==> src/rtl/rpa_pkg.sv <==
package rpa_pkg;
  typedef enum logic [2:0] {
    OPK_NONE = 3'd0,
    OPK_LOAD = 3'd1,
    OPK_INC  = 3'd2,
    OPK_DEC  = 3'd3,
    OPK_ADD  = 3'd4
  } op_kind_e;

  // Flag nibble layout: bit3 Z, bit2 N, bit1 H, bit0 C
  localparam int FLAG_Z = 3;
  localparam int FLAG_N = 2;
  localparam int FLAG_H = 1;
  localparam int FLAG_C = 0;

  localparam logic [1:0] PAIR_BC = 2'd0;
  localparam logic [1:0] PAIR_DE = 2'd1;
  localparam logic [1:0] PAIR_HL = 2'd2;
  localparam logic [1:0] PAIR_SP = 2'd3;

  localparam int NUM_PAIRS = 4;
endpackage

==> src/rtl/rpa_decode.sv <==
module rpa_decode
  import rpa_pkg::*;
(
  input  logic [7:0] opcode,
  output op_kind_e   kind,
  output logic [1:0] pair,
  output logic [1:0] mcyc
);
  always_comb begin
    pair = opcode[5:4];
    kind = OPK_NONE;
    mcyc = 2'd1;
    if (opcode[7:6] == 2'b00) begin
      case (opcode[3:0])
        4'h1: begin kind = OPK_LOAD; mcyc = 2'd3; end
        4'h3: begin kind = OPK_INC;  mcyc = 2'd2; end
        4'hB: begin kind = OPK_DEC;  mcyc = 2'd2; end
        4'h9: begin kind = OPK_ADD;  mcyc = 2'd2; end
        default: begin kind = OPK_NONE; mcyc = 2'd1; end
      endcase
    end
  end
endmodule

==> src/rtl/rpa_opsel.sv <==
module rpa_opsel
  import rpa_pkg::*;
#(
  parameter int W = 16
) (
  input  logic [NUM_PAIRS-1:0][W-1:0] pairs,
  input  logic [1:0]                  sel,
  output logic [W-1:0]                value
);
  logic [NUM_PAIRS-1:0][W-1:0] masked;

  for (genvar g = 0; g < NUM_PAIRS; g++) begin : g_mask
    assign masked[g] = (sel == 2'(g)) ? pairs[g] : '0;
  end

  always_comb begin
    value = '0;
    for (int i = 0; i < NUM_PAIRS; i++) value = value | masked[i];
  end
endmodule

==> src/rtl/rpa_exec.sv <==
module rpa_exec
  import rpa_pkg::*;
#(
  parameter int W = 16
) (
  input  op_kind_e     kind,
  input  logic [W-1:0] operand,
  input  logic [W-1:0] hl,
  input  logic [W-1:0] imm,
  input  logic [3:0]   flags_i,
  output logic [W-1:0] result,
  output logic [3:0]   flags_o,
  output logic         we
);
  localparam int HC_W = W - 4;

  logic [W:0]    full_sum;
  logic [HC_W:0] low_sum;

  assign full_sum = {1'b0, hl} + {1'b0, operand};
  assign low_sum  = {1'b0, hl[HC_W-1:0]} + {1'b0, operand[HC_W-1:0]};

  always_comb begin
    result  = operand;
    flags_o = flags_i;
    we      = 1'b1;
    case (kind)
      OPK_LOAD: result = imm;
      OPK_INC:  result = operand + W'(1);
      OPK_DEC:  result = operand - W'(1);
      OPK_ADD: begin
        result          = full_sum[W-1:0];
        flags_o[FLAG_N] = 1'b0;
        flags_o[FLAG_H] = low_sum[HC_W];
        flags_o[FLAG_C] = full_sum[W];
      end
      default: we = 1'b0;
    endcase
  end
endmodule

==> src/rtl/rpa_seq.sv <==
module rpa_seq #(
  parameter int MCYCLE_CLKS = 4,
  parameter int MAX_MCYC    = 3
) (
  input  logic       clk,
  input  logic       rst,
  input  logic       start,
  input  logic [1:0] mcyc,
  output logic       busy,
  output logic       accept,
  output logic       finish
);
  localparam int MAX_CLKS = MAX_MCYC * MCYCLE_CLKS;
  localparam int CNT_W    = $clog2(MAX_CLKS + 1);

  logic [CNT_W-1:0] cnt;

  assign accept = start && !busy;
  assign finish = busy && (cnt == '0);

  always_ff @(posedge clk) begin
    if (rst) begin
      busy <= 1'b0;
      cnt  <= '0;
    end else if (accept) begin
      busy <= 1'b1;
      cnt  <= CNT_W'(mcyc * MCYCLE_CLKS - 1);
    end else if (finish) begin
      busy <= 1'b0;
    end else if (busy) begin
      cnt <= cnt - 1'b1;
    end
  end

  AST_ACCEPT_BUSY: assert property (@(posedge clk) disable iff (rst)
    accept |=> busy);
  AST_FINISH_IDLE: assert property (@(posedge clk) disable iff (rst)
    finish |=> !busy);
endmodule

==> src/rtl/pair_arith_unit.sv <==
module pair_arith_unit
  import rpa_pkg::*;
#(
  parameter int W           = 16,
  parameter int MCYCLE_CLKS = 4
) (
  input  logic         clk,
  input  logic         rst,
  input  logic         start,
  input  logic [7:0]   opcode,
  input  logic [7:0]   imm_lo,
  input  logic [7:0]   imm_hi,
  input  logic [W-1:0] bc_in,
  input  logic [W-1:0] de_in,
  input  logic [W-1:0] hl_in,
  input  logic [W-1:0] sp_in,
  input  logic [3:0]   flags_in,
  output logic         busy,
  output logic         done,
  output logic         pair_we,
  output logic [1:0]   pair_sel,
  output logic [W-1:0] pair_out,
  output logic [3:0]   flags_out,
  output logic [1:0]   mcycles
);
  op_kind_e     dec_kind, kind_q;
  logic [1:0]   dec_pair, dec_mcyc, pair_q, mcyc_q;
  logic [W-1:0] sel_value, operand_q, hl_q, imm_q;
  logic [3:0]   flags_q;
  logic         accept, finish;
  logic [W-1:0] ex_result;
  logic [3:0]   ex_flags;
  logic         ex_we;
  logic [NUM_PAIRS-1:0][W-1:0] pair_bus;

  assign pair_bus = {sp_in, hl_in, de_in, bc_in};

  rpa_decode u_decode (
    .opcode (opcode),
    .kind   (dec_kind),
    .pair   (dec_pair),
    .mcyc   (dec_mcyc)
  );

  rpa_opsel #(.W(W)) u_opsel (
    .pairs (pair_bus),
    .sel   (dec_pair),
    .value (sel_value)
  );

  rpa_seq #(.MCYCLE_CLKS(MCYCLE_CLKS), .MAX_MCYC(3)) u_seq (
    .clk    (clk),
    .rst    (rst),
    .start  (start),
    .mcyc   (dec_mcyc),
    .busy   (busy),
    .accept (accept),
    .finish (finish)
  );

  always_ff @(posedge clk) begin
    if (rst) begin
      kind_q    <= OPK_NONE;
      pair_q    <= PAIR_BC;
      mcyc_q    <= 2'd1;
      operand_q <= '0;
      hl_q      <= '0;
      imm_q     <= '0;
      flags_q   <= '0;
    end else if (accept) begin
      kind_q    <= dec_kind;
      pair_q    <= dec_pair;
      mcyc_q    <= dec_mcyc;
      operand_q <= sel_value;
      hl_q      <= hl_in;
      imm_q     <= {imm_hi, imm_lo};
      flags_q   <= flags_in;
    end
  end

  rpa_exec #(.W(W)) u_exec (
    .kind    (kind_q),
    .operand (operand_q),
    .hl      (hl_q),
    .imm     (imm_q),
    .flags_i (flags_q),
    .result  (ex_result),
    .flags_o (ex_flags),
    .we      (ex_we)
  );

  always_ff @(posedge clk) begin
    if (rst) begin
      done      <= 1'b0;
      pair_we   <= 1'b0;
      pair_sel  <= PAIR_BC;
      pair_out  <= '0;
      flags_out <= '0;
      mcycles   <= '0;
    end else if (finish) begin
      done      <= 1'b1;
      pair_we   <= ex_we;
      pair_sel  <= (kind_q == OPK_ADD) ? PAIR_HL : pair_q;
      pair_out  <= ex_result;
      flags_out <= ex_flags;
      mcycles   <= mcyc_q;
    end else begin
      done    <= 1'b0;
      pair_we <= 1'b0;
    end
  end

  AST_DONE_PULSE: assert property (@(posedge clk) disable iff (rst)
    done |=> !done);
  AST_WE_WITH_DONE: assert property (@(posedge clk) disable iff (rst)
    pair_we |-> done);
  AST_STEP_FLAGS_KEPT: assert property (@(posedge clk) disable iff (rst)
    done && (kind_q == OPK_INC || kind_q == OPK_DEC || kind_q == OPK_LOAD)
      |-> flags_out == flags_q);
  AST_ADD_Z_N: assert property (@(posedge clk) disable iff (rst)
    done && kind_q == OPK_ADD
      |-> flags_out[FLAG_Z] == flags_q[FLAG_Z] && !flags_out[FLAG_N]);
  AST_ADD_TO_HL: assert property (@(posedge clk) disable iff (rst)
    done && kind_q == OPK_ADD |-> pair_we && pair_sel == PAIR_HL);
  AST_OTHER_NO_WRITE: assert property (@(posedge clk) disable iff (rst)
    done && kind_q == OPK_NONE |-> !pair_we && mcycles == 2'd1);
  AST_RESET_IDLE: assert property (@(posedge clk)
    $past(rst) |-> !busy && !done && !pair_we);
endmodule

==> config.mk <==
export PLATFORM = sky130hd
export DESIGN_NAME = pair_arith_unit
export DESIGN_NICKNAME = d
export VERILOG_FILES = /design/src/rtl/rpa_pkg.sv /design/src/rtl/rpa_decode.sv /design/src/rtl/rpa_opsel.sv /design/src/rtl/rpa_exec.sv /design/src/rtl/rpa_seq.sv /design/src/rtl/pair_arith_unit.sv
export SDC_FILE = /design/constraint.sdc
export NUM_CORES = 1
export LEC_CHECK = 0
export BUFFER_PORTS_ARGS = -buffer_cell sky130_fd_sc_hd__buf_2
export CAP_MARGIN = 5
export CORE_MARGIN = 2
export CORE_UTILIZATION = 37
export CTS_BUF_LIST = sky130_fd_sc_hd__clkbuf_2 sky130_fd_sc_hd__clkbuf_4 sky130_fd_sc_hd__clkbuf_8
export DETAILED_ROUTE_END_ITERATION = 6
export GPL_TIMING_DRIVEN = 0
export PLACE_DENSITY_LB_ADDON = 0.08
export SLEW_MARGIN = 40
export SYNTH_ARGS = -nofsm -noshare
export SYNTH_HDL_FRONTEND = slang
export SYNTH_SLANG_ARGS = --single-unit
==> constraint.sdc <==
create_clock -name clk -period 4.6 [get_ports clk]
set_input_delay 0 -clock clk [delete_from_list [all_inputs] [get_ports clk]]
set_output_delay 0 -clock clk [all_outputs]
set_load 0.02 [all_outputs]
==> results summary, run 1 <==
The floorplan step set the die height to 128 µm. The number of non-filler instances in the completed layout came out at 1078. The areal power density over the cells came out at 272 nW/µm². Summed over all failing endpoints, the final setup total negative slack is 0 ns. The run finished with clean final reports. The number of port buffers came out at 118. The number of detailed-routing iterations run before antenna repair came out at 5. In this run the worst setup path begins at kind_q[0]$_SDFFE_PP0P_. The global-route total usage across every layer came out at 24.9%. Among cell families on the critical path, the largest total delay comes from buffers and inverters. The routed wirelength normalized by instance count is 18.6 µm.

The leakage power is 3.00 nW. The width of the chip came out at 128 µm. The number of design-rule violations left by the first detailed-router iteration is 374. In this design, the stage delay of the slowest critical-path cell is 0.46 ns. The number of buffers created by CTS came out at 9. The cell with the largest stage delay on the worst path is sky130_fd_sc_hd__clkbuf_1. The synthesized net count came out at 844.

The number of enable flip-flop cells after synthesis came out at 0. The path class of the tightest hold or removal check is input port to flop. The sum of net half-perimeters after detailed placement is 15800 µm.

Once the floorplan was initialized, standard cells occupied 37.8% of the core. The slew at the pin closest to its max-slew limit is 0.748 ns. The number of library cell types mapped by synthesis is 70. The setup fix buffers added after clock tree synthesis came out at 0.

The final weighted congestion in routability-driven placement is 0.937. The maximum level of the CTS H-tree is 3. The routed wire length came out at 20100 µm.

The post-route clock skew is 0.0111 ns. The sequential-to-total area share from yosys stat came out at 31.5%. The number of I/O pins came out at 122.

Walking the worst path, the cells encountered are clkbuf_1, clkbuf_1, nand2_1, inv_1, ha_1, clkbuf_1, a21o_1, a31o_2, a21oi_1, mux2i_1, o221ai_1, o2111ai_1. 0 antenna diodes ended up in the layout. The clock insertion delay at the later pin of the skew report is 0.40 ns. The remaining design rule violation count is 0.

The total power consumption of the routed design came out at 1.96 mW. The floorplan row count came out at 45. The worst register-to-register path ends at pair_out[13]$_SDFFE_PP0P_. After synthesis the netlist holds a flip-flop and latch count of 90. The number of global-route vias before repair came to 5728. Data on the critical path is required at its endpoint by 4.87 ns. In this run the worst setup path terminates at pair_out[13]$_SDFFE_PP0P_. The post-route worst setup slack came out at 0.791 ns. The initial antenna violation count came out at 0. The routed layout has 5947 vias.

CTS placed an instance of sky130_fd_sc_hd__clkbuf_8 at the clock tree root. STA classifies the critical path endpoint as a flop. The post-layout instance area is 7190 µm². The via density per instance came out at 5.52. The critical path is of the flop to flop type. The post-place setup slack came out at 0.856 ns. In the synthesized netlist the dominant register cell turns out to be sky130_fd_sc_hd__dfxtp_1. The deepest clock path buffer count came out at 2. The synthesized area divided by synthesized cell count came out at 8.01 µm². The count of cell instances traversed by the critical path came out at 12.

Counting every instance in the synthesized netlist gives 715. The pin count of the biggest net entering global routing came out at 16. Along the worst hold path, the cell count comes to 4. The cell count after placement is 1021. The total clock sinks is 90. The worst-case IR drop observed on VDD is 0.120 mV. The highest fanout seen on the critical path is 14.

In this run the tightest slew margin relative to its limit is 50.1%. The total global routing overflow is 0. The area of the mapped netlist is 5730 µm². The most numerous cell type found on the critical path is sky130_fd_sc_hd__clkbuf_1. The clock tree from TritonCTS is done. The async set or reset register ratio after synthesis is 0%. The number of endpoints with negative hold slack in the final report is 0.

Across the run, the number of max-cap violations was 0. The slack of the worst reg-to-reg path is 0.79 ns. In this run the remaining antenna-violating nets after routing total 0. The core outline area came out at 15100 µm². The CTS clock-pin slew for the worst setup and hold paths came out at 0.09 ns. The minimum clock period is 3.81 ns.

Setup violations remaining at the end of the flow were counted as 0. The final critical path takes up 82.8% of the cycle. The startpoint identified for the worst register-to-register timing path is kind_q[0]$_SDFFE_PP0P_. The worst setup path is launched from a flop. Setup repair after global routing left no endpoint under its margin.

The die covers 16500 µm². The timing-limited maximum frequency came out at 263 MHz. The library cell used most frequently in the layout, excluding fill and tap cells, is sky130_fd_sc_hd__nand2_1. The cell count of the worst reg-to-reg path came out at 12. Data on the critical path arrives at its endpoint at 4.08 ns. The global-route wire length before repair came out at 31200 µm.

After detailed placement, the total cell area comes to 6550 µm². In the layout the commonest cells are sky130_fd_sc_hd__nand2_1 (145), sky130_fd_sc_hd__buf_2 (126), sky130_fd_sc_hd__a21oi_1 (93). The number of max-slew violations in the final report is 0.

The count of buffering cells on the critical path with inverters included is 4. Yosys printed 0 warnings. The growth of design area from synthesis to finish is 25.6%.

The fraction of final layout cells with drive strength greater than 1 came out at 20.1%. The final-stage net count is 1014.
==> flip-flops by register name, summed over array words and instances (netlist names) <==
name and cells:
done 1, mcyc_q 2, u_seq.busy 1, hl_q 16, flags_out 4, flags_q 4
pair_we 1, pair_q 2, kind_q 3, operand_q 16, pair_out 16, u_seq.cnt 4
imm_q 16, pair_sel 2, mcycles 2
==> cell usage after synthesis, drive strengths merged (5+ instances only) <==
master | instances | area (µm²)
or3 | 5 | 31.3
a21oi | 94 | 482
o21a | 8 | 60.1
buf | 14 | 77.6
xor2 | 9 | 78.8
a22oi | 9 | 67.6
dfxtp | 90 | 1800
nand2 | 145 | 544
o21ai | 34 | 174
a22o | 8 | 70.1
o221ai | 5 | 43.8
xnor2 | 9 | 78.8
nor3 | 11 | 55.1
a211oi | 7 | 57.6
nand3 | 11 | 60.1
a31oi | 11 | 68.8
mux2i | 5 | 50.1
nor2 | 53 | 199
mux4 | 16 | 360
nor2b | 6 | 37.5
ha | 32 | 400
clkbuf | 31 | 118
inv | 15 | 56.3
a21o | 12 | 93.8
o211ai | 8 | 60.1
and3 | 6 | 37.5
nand2b | 6 | 37.5
==> timing repair <==
item / CTS / global route
gates resized for setup: 0 / 0
endpoints found under the setup margin: 0 / 0
hold buffers: 41 / 0
endpoints found under the hold margin: 40 / 0
==> worst min-delay path, cell delays in order <==
cell	delay, ns
sky130_fd_sc_hd__buf_2	0.07
sky130_fd_sc_hd__mux4_2	0.21
sky130_fd_sc_hd__nand2_1	0.05
sky130_fd_sc_hd__a21oi_1	0.11
==> per-stage QoR <==
stage	utilization, %	hold slack (ns)
6_report	47.5	0.0800
5_1_grt	47.5	0.0968
4_1_cts	47.5	0.0670
3_5_place_dp	43.3	0.249
3_3_place_gp	43.3	0.240
2_1_floorplan	-	0.136
==> cells by family after synthesis <==
logic type               Yosys count  synth area share (%)
adder cells (fa/ha/maj)           34                  7.69
XOR/XNOR                          18                  2.75
multiplexers                      22                  7.36
AND/OR/NAND/NOR                  259                  20.0
buffers and inverters             61                  4.46
flip-flops                        90                  31.5
AO/OA/AOI/OAI                    231                  26.3
==> routing by layer <==
layer / vias up / share of wire, % / GRT usage, %
met5: - / 0 / 0
met4: 0 / 1.7 / 6.46
met3: 24 / 6.2 / 5.41
met2: 191 / 46 / 40.2
met1: 2799 / 46 / 33.9
li1: 2933 / - / -
==> cell type report <==
cell class                 instances  area, µm²
clock buffer                      11        145
timing repair buffer             159       1000
buffer                            45        195
sequential                        90       1800
fill                            1528       7950
tap                              188        235
clock inverter                     5       85.1
multi-input combinational        564       3670
inverter                          16       60.1
==> how the worst min path moves through the flow <==
| stage | start | endpoint |
|---|---|---|
| final | bc_in[12] | operand_q[12]$_SDFFE_PP0P_ |
| after floorplan | flags_in[0] | flags_q[0]$_SDFFE_PP0P_ |
| after global placement | flags_in[0] | flags_q[0]$_SDFFE_PP0P_ |
| after CTS | sp_in[12] | operand_q[12]$_SDFFE_PP0P_ |
| after detailed placement | flags_in[1] | flags_q[1]$_SDFFE_PP0P_ |
| after global routing | sp_in[10] | operand_q[10]$_SDFFE_PP0P_ |
==> report_power, final <==
part / leakage (nW) / internal (mW) / switching (mW)
registers: 0.736 / 0.828 / 0.0526
logic: 2.15 / 0.185 / 0.246
clock network: 0.114 / 0.330 / 0.319
Power figures use the tool's default switching activity.
==> run 2, diff against run 1 <==
clock period = 3.7 ns   (was 4.6 ns; I/O delays follow)
==> results summary, run 2 (synthesized netlist as in run 1, its figures left out) <==
The run finished with clean final reports. Across the VDD grid, the largest voltage drop is 0.147 mV. The type of the worst min-delay path is input port to flop. The final weighted congestion in routability-driven placement came out at 0.937. The highest fanout seen on the critical path is 14.

The initial antenna violation count is 0. The total global routing overflow is 0. The number of setup violations in the final report is 0. The number of global-route vias before repair is 5728. The worst pin sits at a relative slew slack of 51.1%. The worst setup path is of the flop to flop kind. The worst setup path is launched from a flop. The slew at the pin closest to its max-slew limit came out at 0.733 ns.

The CTS clock-pin slew for the worst setup and hold paths is 0.10 ns. The signal arrival time at the worst endpoint is 3.72 ns. The die area is 16500 µm². The initial standard-cell utilization of the core came out at 37.8%. The critical path starts at kind_q[1]$_SDFFE_PP0P_. The max-capacitance violation count came out at 0. The global-route total usage across every layer is 24.9%. In this run the count of I/O pins placed on the die edge is 122. TritonCTS created 9 clock buffers.

The clock insertion delay at the later pin of the skew report came out at 0.39 ns. TritonCTS built the clock tree. The first detailed-routing pass ran for 5 iterations.

The areal power density over the cells is 338 nW/µm². The area after detailed placement is 6550 µm². Wires add up to 20100 µm. Entering global routing, the biggest net connects 16 pins. The total area inside the core boundary comes to 15100 µm². The total clock sinks is 90. The repair_antennas step left the layout with diodes totalling 0.

The library cells used most frequently in the layout, excluding fill and tap cells, are sky130_fd_sc_hd__nand2_1 (145), sky130_fd_sc_hd__buf_2 (126), sky130_fd_sc_hd__a21oi_1 (93). Clock tree synthesis selected as its root buffer the cell sky130_fd_sc_hd__clkbuf_8. The critical path data required time came out at 3.96 ns. The worst hold slack is 0.0861 ns.

The net count of the finished layout is 1014. For the final database, setup skew stands at 0.00915 ns. The fraction of the cycle the final worst path needs is 93.6%. In this run the critical register-to-register path is launched from kind_q[1]$_SDFFE_PP0P_. Setup slack on the critical path of the routed design comes to 0.236 ns. Of the cells placed in the final design, the portion with a size suffix greater than 1 is 20.4%. The kind of end point of the critical path is a flop. The number of design-rule violations left by the first detailed-router iteration is 343. The minimum clock period came out at 3.46 ns.

The growth of design area from synthesis to finish is 25.7%. The leakage power is 3.00 nW. The routed wirelength normalized by instance count is 18.6 µm.

The library cell used most frequently in the layout, excluding fill and tap cells, is sky130_fd_sc_hd__nand2_1. The critical hold path startpoint is bc_in[12]. The sum of net half-perimeters after detailed placement is 15800 µm.

After detailed routing, the number of remaining DRC violations is 0. From bottom edge to top edge, the die measures 128 µm. The global-route wire length before repair came out at 31200 µm. The setup TNS came out at 0 ns. For this run, the share of the core covered by cells in the final layout is 47.5%. Once the clock tree was built, the setup fixing pass inserted 0 buffers. The die is 128 µm wide.

Buffers placed on the I/O ports in this run total 118. The number of endpoints with negative hold slack in the final report came to 0. The post-place setup slack is -0.0437 ns.

The via density per instance is 5.50. The remaining antenna violation count after routing came out at 0. The timing-limited maximum frequency came out at 289 MHz.

The deepest clock path buffer count is 2. Setup repair after global routing left no endpoint under its margin. The number of max-slew violations in the final report is 0. The floorplan row count came out at 45. The post-layout instance area is 7200 µm². The routed layout has 5928 vias. The maximum level of the CTS H-tree came out at 3.
## run 2: layout make-up
class,instances,area (µm²)
plain buffers,45,198
flip-flops and latches,90,1800
clock buffers,11,145
fillers,1528,7950
clock inverters,5,85.1
repair buffers,159,1000
inverters,16,63.8
multi-input cells,564,3670
well taps,188,235
## run 2: what timing repair did
item                       in CTS  in global routing
hold buffers                   41                  0
resized for setup               1                  4
pin swaps                       0                  0
setup endpoints to repair       2                  7
hold endpoints to repair       40                  0
## run 2: worst paths after layout
check / to / slack (ns) / cells after the start
setup / recovery: pair_out[13]$_SDFFE_PP0P_ / 0.24 / 13
hold / removal: operand_q[12]$_SDFFE_PP0P_ / 0.09 / 4
setup reg to reg: pair_out[13]$_SDFFE_PP0P_ / 0.24 / 13
hold reg to reg: flags_out[3]$_SDFFE_PP0P_ / 0.46 / 2
## run 2: critical path, stage by stage (launching register included)
cell	delay (ns)
sky130_fd_sc_hd__dfxtp_1	0.32
sky130_fd_sc_hd__buf_2	0.17
sky130_fd_sc_hd__nor2b_1	0.14
sky130_fd_sc_hd__buf_1	0.41
sky130_fd_sc_hd__nand2_1	0.21
sky130_fd_sc_hd__clkinvlp_4	0.27
sky130_fd_sc_hd__ha_1	0.28
sky130_fd_sc_hd__clkbuf_1	0.22
sky130_fd_sc_hd__a21o_1	0.24
sky130_fd_sc_hd__a31o_2	0.21
sky130_fd_sc_hd__a21oi_1	0.35
sky130_fd_sc_hd__mux2i_1	0.15
sky130_fd_sc_hd__o221ai_1	0.25
sky130_fd_sc_hd__o2111ai_1	0.14
## run 2: per-layer routing
layer  share of wire, %  track usage (%)  vias to the layer above
met1                 46             33.9                     2793
li1                   -                -                     2936
met2                 46             40.2                      180
met4                1.6             6.46                        0
met3                6.4             5.41                       19
met5                  0                0                        -
## run 2: power by group
part / total (mW) / switching (mW) / internal [mW]
logic: 0.535 / 0.306 / 0.230
registers: 1.09 / 0.0655 / 1.03
clock network: 0.802 / 0.391 / 0.410
total: 2.43 / 0.763 / 1.67
## run 2: through the flow
step,total power [mW],std cells
2_1_floorplan,1.42,715
3_3_place_gp,1.60,1021
3_5_place_dp,1.62,1021
4_1_cts,2.45,1078
5_1_grt,2.56,1078
6_report,2.43,1078
==> run 3, diff against run 2 <==
CTS_BUF_LIST = default   (was sky130_fd_sc_hd__clkbuf_2 sky130_fd_sc_hd__clkbuf_4 sky130_fd_sc_hd__clkbuf_8)
==> results summary, run 3 (synthesized netlist as in run 1, its figures left out) <==
The flow ran to the end, and the final reports show no timing, DRC or antenna violations. Data on the critical path is required at its endpoint by 3.92 ns. For the finished layout, the period the worst path requires is 3.48 ns. The die is 128 µm wide. The number of endpoints with negative hold slack in the final report came to 0. The post-layout instance area came out at 7270 µm².

The number of max-slew violations in the final report came out at 0. STA classifies the critical path endpoint as a flop. Compared with the post-synthesis result, the final layout area differs by 26.9%. The clock root buffer is sky130_fd_sc_hd__clkbuf_16. The min-delay analysis places its worst path in the category input port to flop. The number of I/O pins came out at 122. The normalized max-slew margin came out at 51.3%. The remaining design rule violation count is 0. The highest fanout seen on the critical path came out at 14.

The count of antenna diodes in the layout is 0. The cell count after placement is 1021. For this configuration, the core starts out at a cell density of 37.8%. Clock tree synthesis found a total of 90 sinks. At the later pin of the worst-skew pair, clock insertion delay measures 0.35 ns. The routed wire length came out at 20100 µm. Max-cap violations in this run came to 0. The maximum level of the CTS H-tree is 3.

The total power consumption of the routed design came out at 2.66 mW. The via count is 5938. The initial antenna violation count came out at 0. The die height came out at 128 µm. The final-stage net count came out at 1011. The number of non-filler instances in the completed layout is 1075. The deepest clock path buffer count came out at 2. The areal power density over the cells is 366 nW/µm². The floorplan row count is 45. TritonCTS built the clock tree. The number of setup violations in the final report is 0.

The remaining antenna violation count after routing came out at 0. The total global routing overflow is 0. Leaving out fill and tap cells, the most frequent cells in the layout are sky130_fd_sc_hd__nand2_1 (145), sky130_fd_sc_hd__buf_2 (126), sky130_fd_sc_hd__a21oi_1 (93).

VDD sags by at most 0.274 mV. Clock skew on the completed layout was measured at 0.00680 ns. Dividing the final minimum period by the clock period gives 93.9%.

The timing-limited maximum frequency is 288 MHz. The global-route wire length before repair came out at 31200 µm. The number of detailed-routing iterations run before antenna repair is 5. In the final layout, the share of cells above drive strength 1 is 20.4%. The leakage power came out at 3.03 nW. The die area came out at 16500 µm². The number of buffers created by CTS is 9.

Entering global routing, the biggest net connects 16 pins. The number of global-route vias before repair is 5720. The final weighted congestion in routability-driven placement is 0.937. The setup TNS came out at 0 ns. The routed wirelength normalized by instance count came out at 18.7 µm.

The core region is 15100 µm². The global-route total usage across every layer is 24.8%. The signal arrival time at the worst endpoint is 3.69 ns. The CTS clock-pin slew for the worst setup and hold paths came out at 0.07 ns. In this run the tool buffered the top-level ports with 118 buffer cells. Setup repair after global routing left no endpoint under its margin. The via density per instance is 5.52. STA classifies the critical path startpoint as a flop.

The sum of net half-perimeters after detailed placement came out at 15800 µm. Leaving out fill and tap cells, the most frequent cell in the layout is sky130_fd_sc_hd__nand2_1. The slew at the pin closest to its max-slew limit is 0.731 ns. The number of design-rule violations left by the first detailed-router iteration is 302.

In this run the cell area measured after placement is 6550 µm². The critical path is of the flop to flop type.
[run 3: final cells by class]
class	count	area, µm²
Clock buffer	11	243
Timing Repair Buffer	156	971
Clock inverter	5	85.1
Fill cell	1519	7880
Inverter	16	63.8
Buffer	45	198
Tap cell	188	235
Multi-Input combinational cell	564	3670
Sequential cell	90	1800
[run 3: worst max-delay path, stage by stage (launching register included)]
cell	delay, ns
sky130_fd_sc_hd__dfxtp_1	0.30
sky130_fd_sc_hd__buf_2	0.17
sky130_fd_sc_hd__nor2b_1	0.14
sky130_fd_sc_hd__clkbuf_1	0.42
sky130_fd_sc_hd__nand2_1	0.21
sky130_fd_sc_hd__clkinvlp_4	0.27
sky130_fd_sc_hd__ha_1	0.27
sky130_fd_sc_hd__clkbuf_1	0.19
sky130_fd_sc_hd__a21o_1	0.23
sky130_fd_sc_hd__a31o_2	0.24
sky130_fd_sc_hd__a21oi_1	0.35
sky130_fd_sc_hd__mux2i_1	0.16
sky130_fd_sc_hd__o221ai_1	0.25
sky130_fd_sc_hd__o2111ai_1	0.14
[run 3: layer usage]
layer / vias to the layer above / GRT usage, % / wire (µm)
met5: - / 0 / 0
met2: 176 / 40.2 / 9180
met1: 2808 / 34.1 / 9420
met4: 0 / 7.63 / 380
li1: 2931 / - / -
met3: 23 / 3.95 / 1100
[run 3: through the flow]
stage                     setup slack, ns  utilization, %  hold slack (ns)
final                               0.225            48.0           0.0665
after global routing              0.00402            48.0           0.0971
after global placement            -0.0661            43.3            0.240
after detailed placement          -0.0437            43.3            0.249
after CTS                           0.103            47.9           0.0471
after floorplan                     0.787               -            0.136
[run 3: what timing repair did]
item,CTS,global route
buffers inserted,0,0
pin swaps,0,0
hold buffers,38,0
resized for setup,1,3
hold endpoints to repair,38,0
setup endpoints to repair,2,7
[run 3: power breakdown]
| group | leakage (nW) | internal [mW] | switching (mW) |
|---|---|---|---|
| Combinational | 2.13 | 0.228 | 0.305 |
| Clock | 0.156 | 0.615 | 0.414 |
| Sequential | 0.736 | 1.03 | 0.0659 |
[run 3: final timing paths]
kind,from,to,slack [ns],cells after the start
worst min-delay path,opcode[7],u_seq.cnt[3]$_SDFFE_PP0P_,0.07,4
worst max-delay path,kind_q[1]$_SDFFE_PP0P_,pair_out[13]$_SDFFE_PP0P_,0.22,13
worst min register to register,flags_q[3]$_SDFFE_PP0P_,flags_out[3]$_SDFFE_PP0P_,0.45,2
worst max register to register,kind_q[1]$_SDFFE_PP0P_,pair_out[13]$_SDFFE_PP0P_,0.22,13
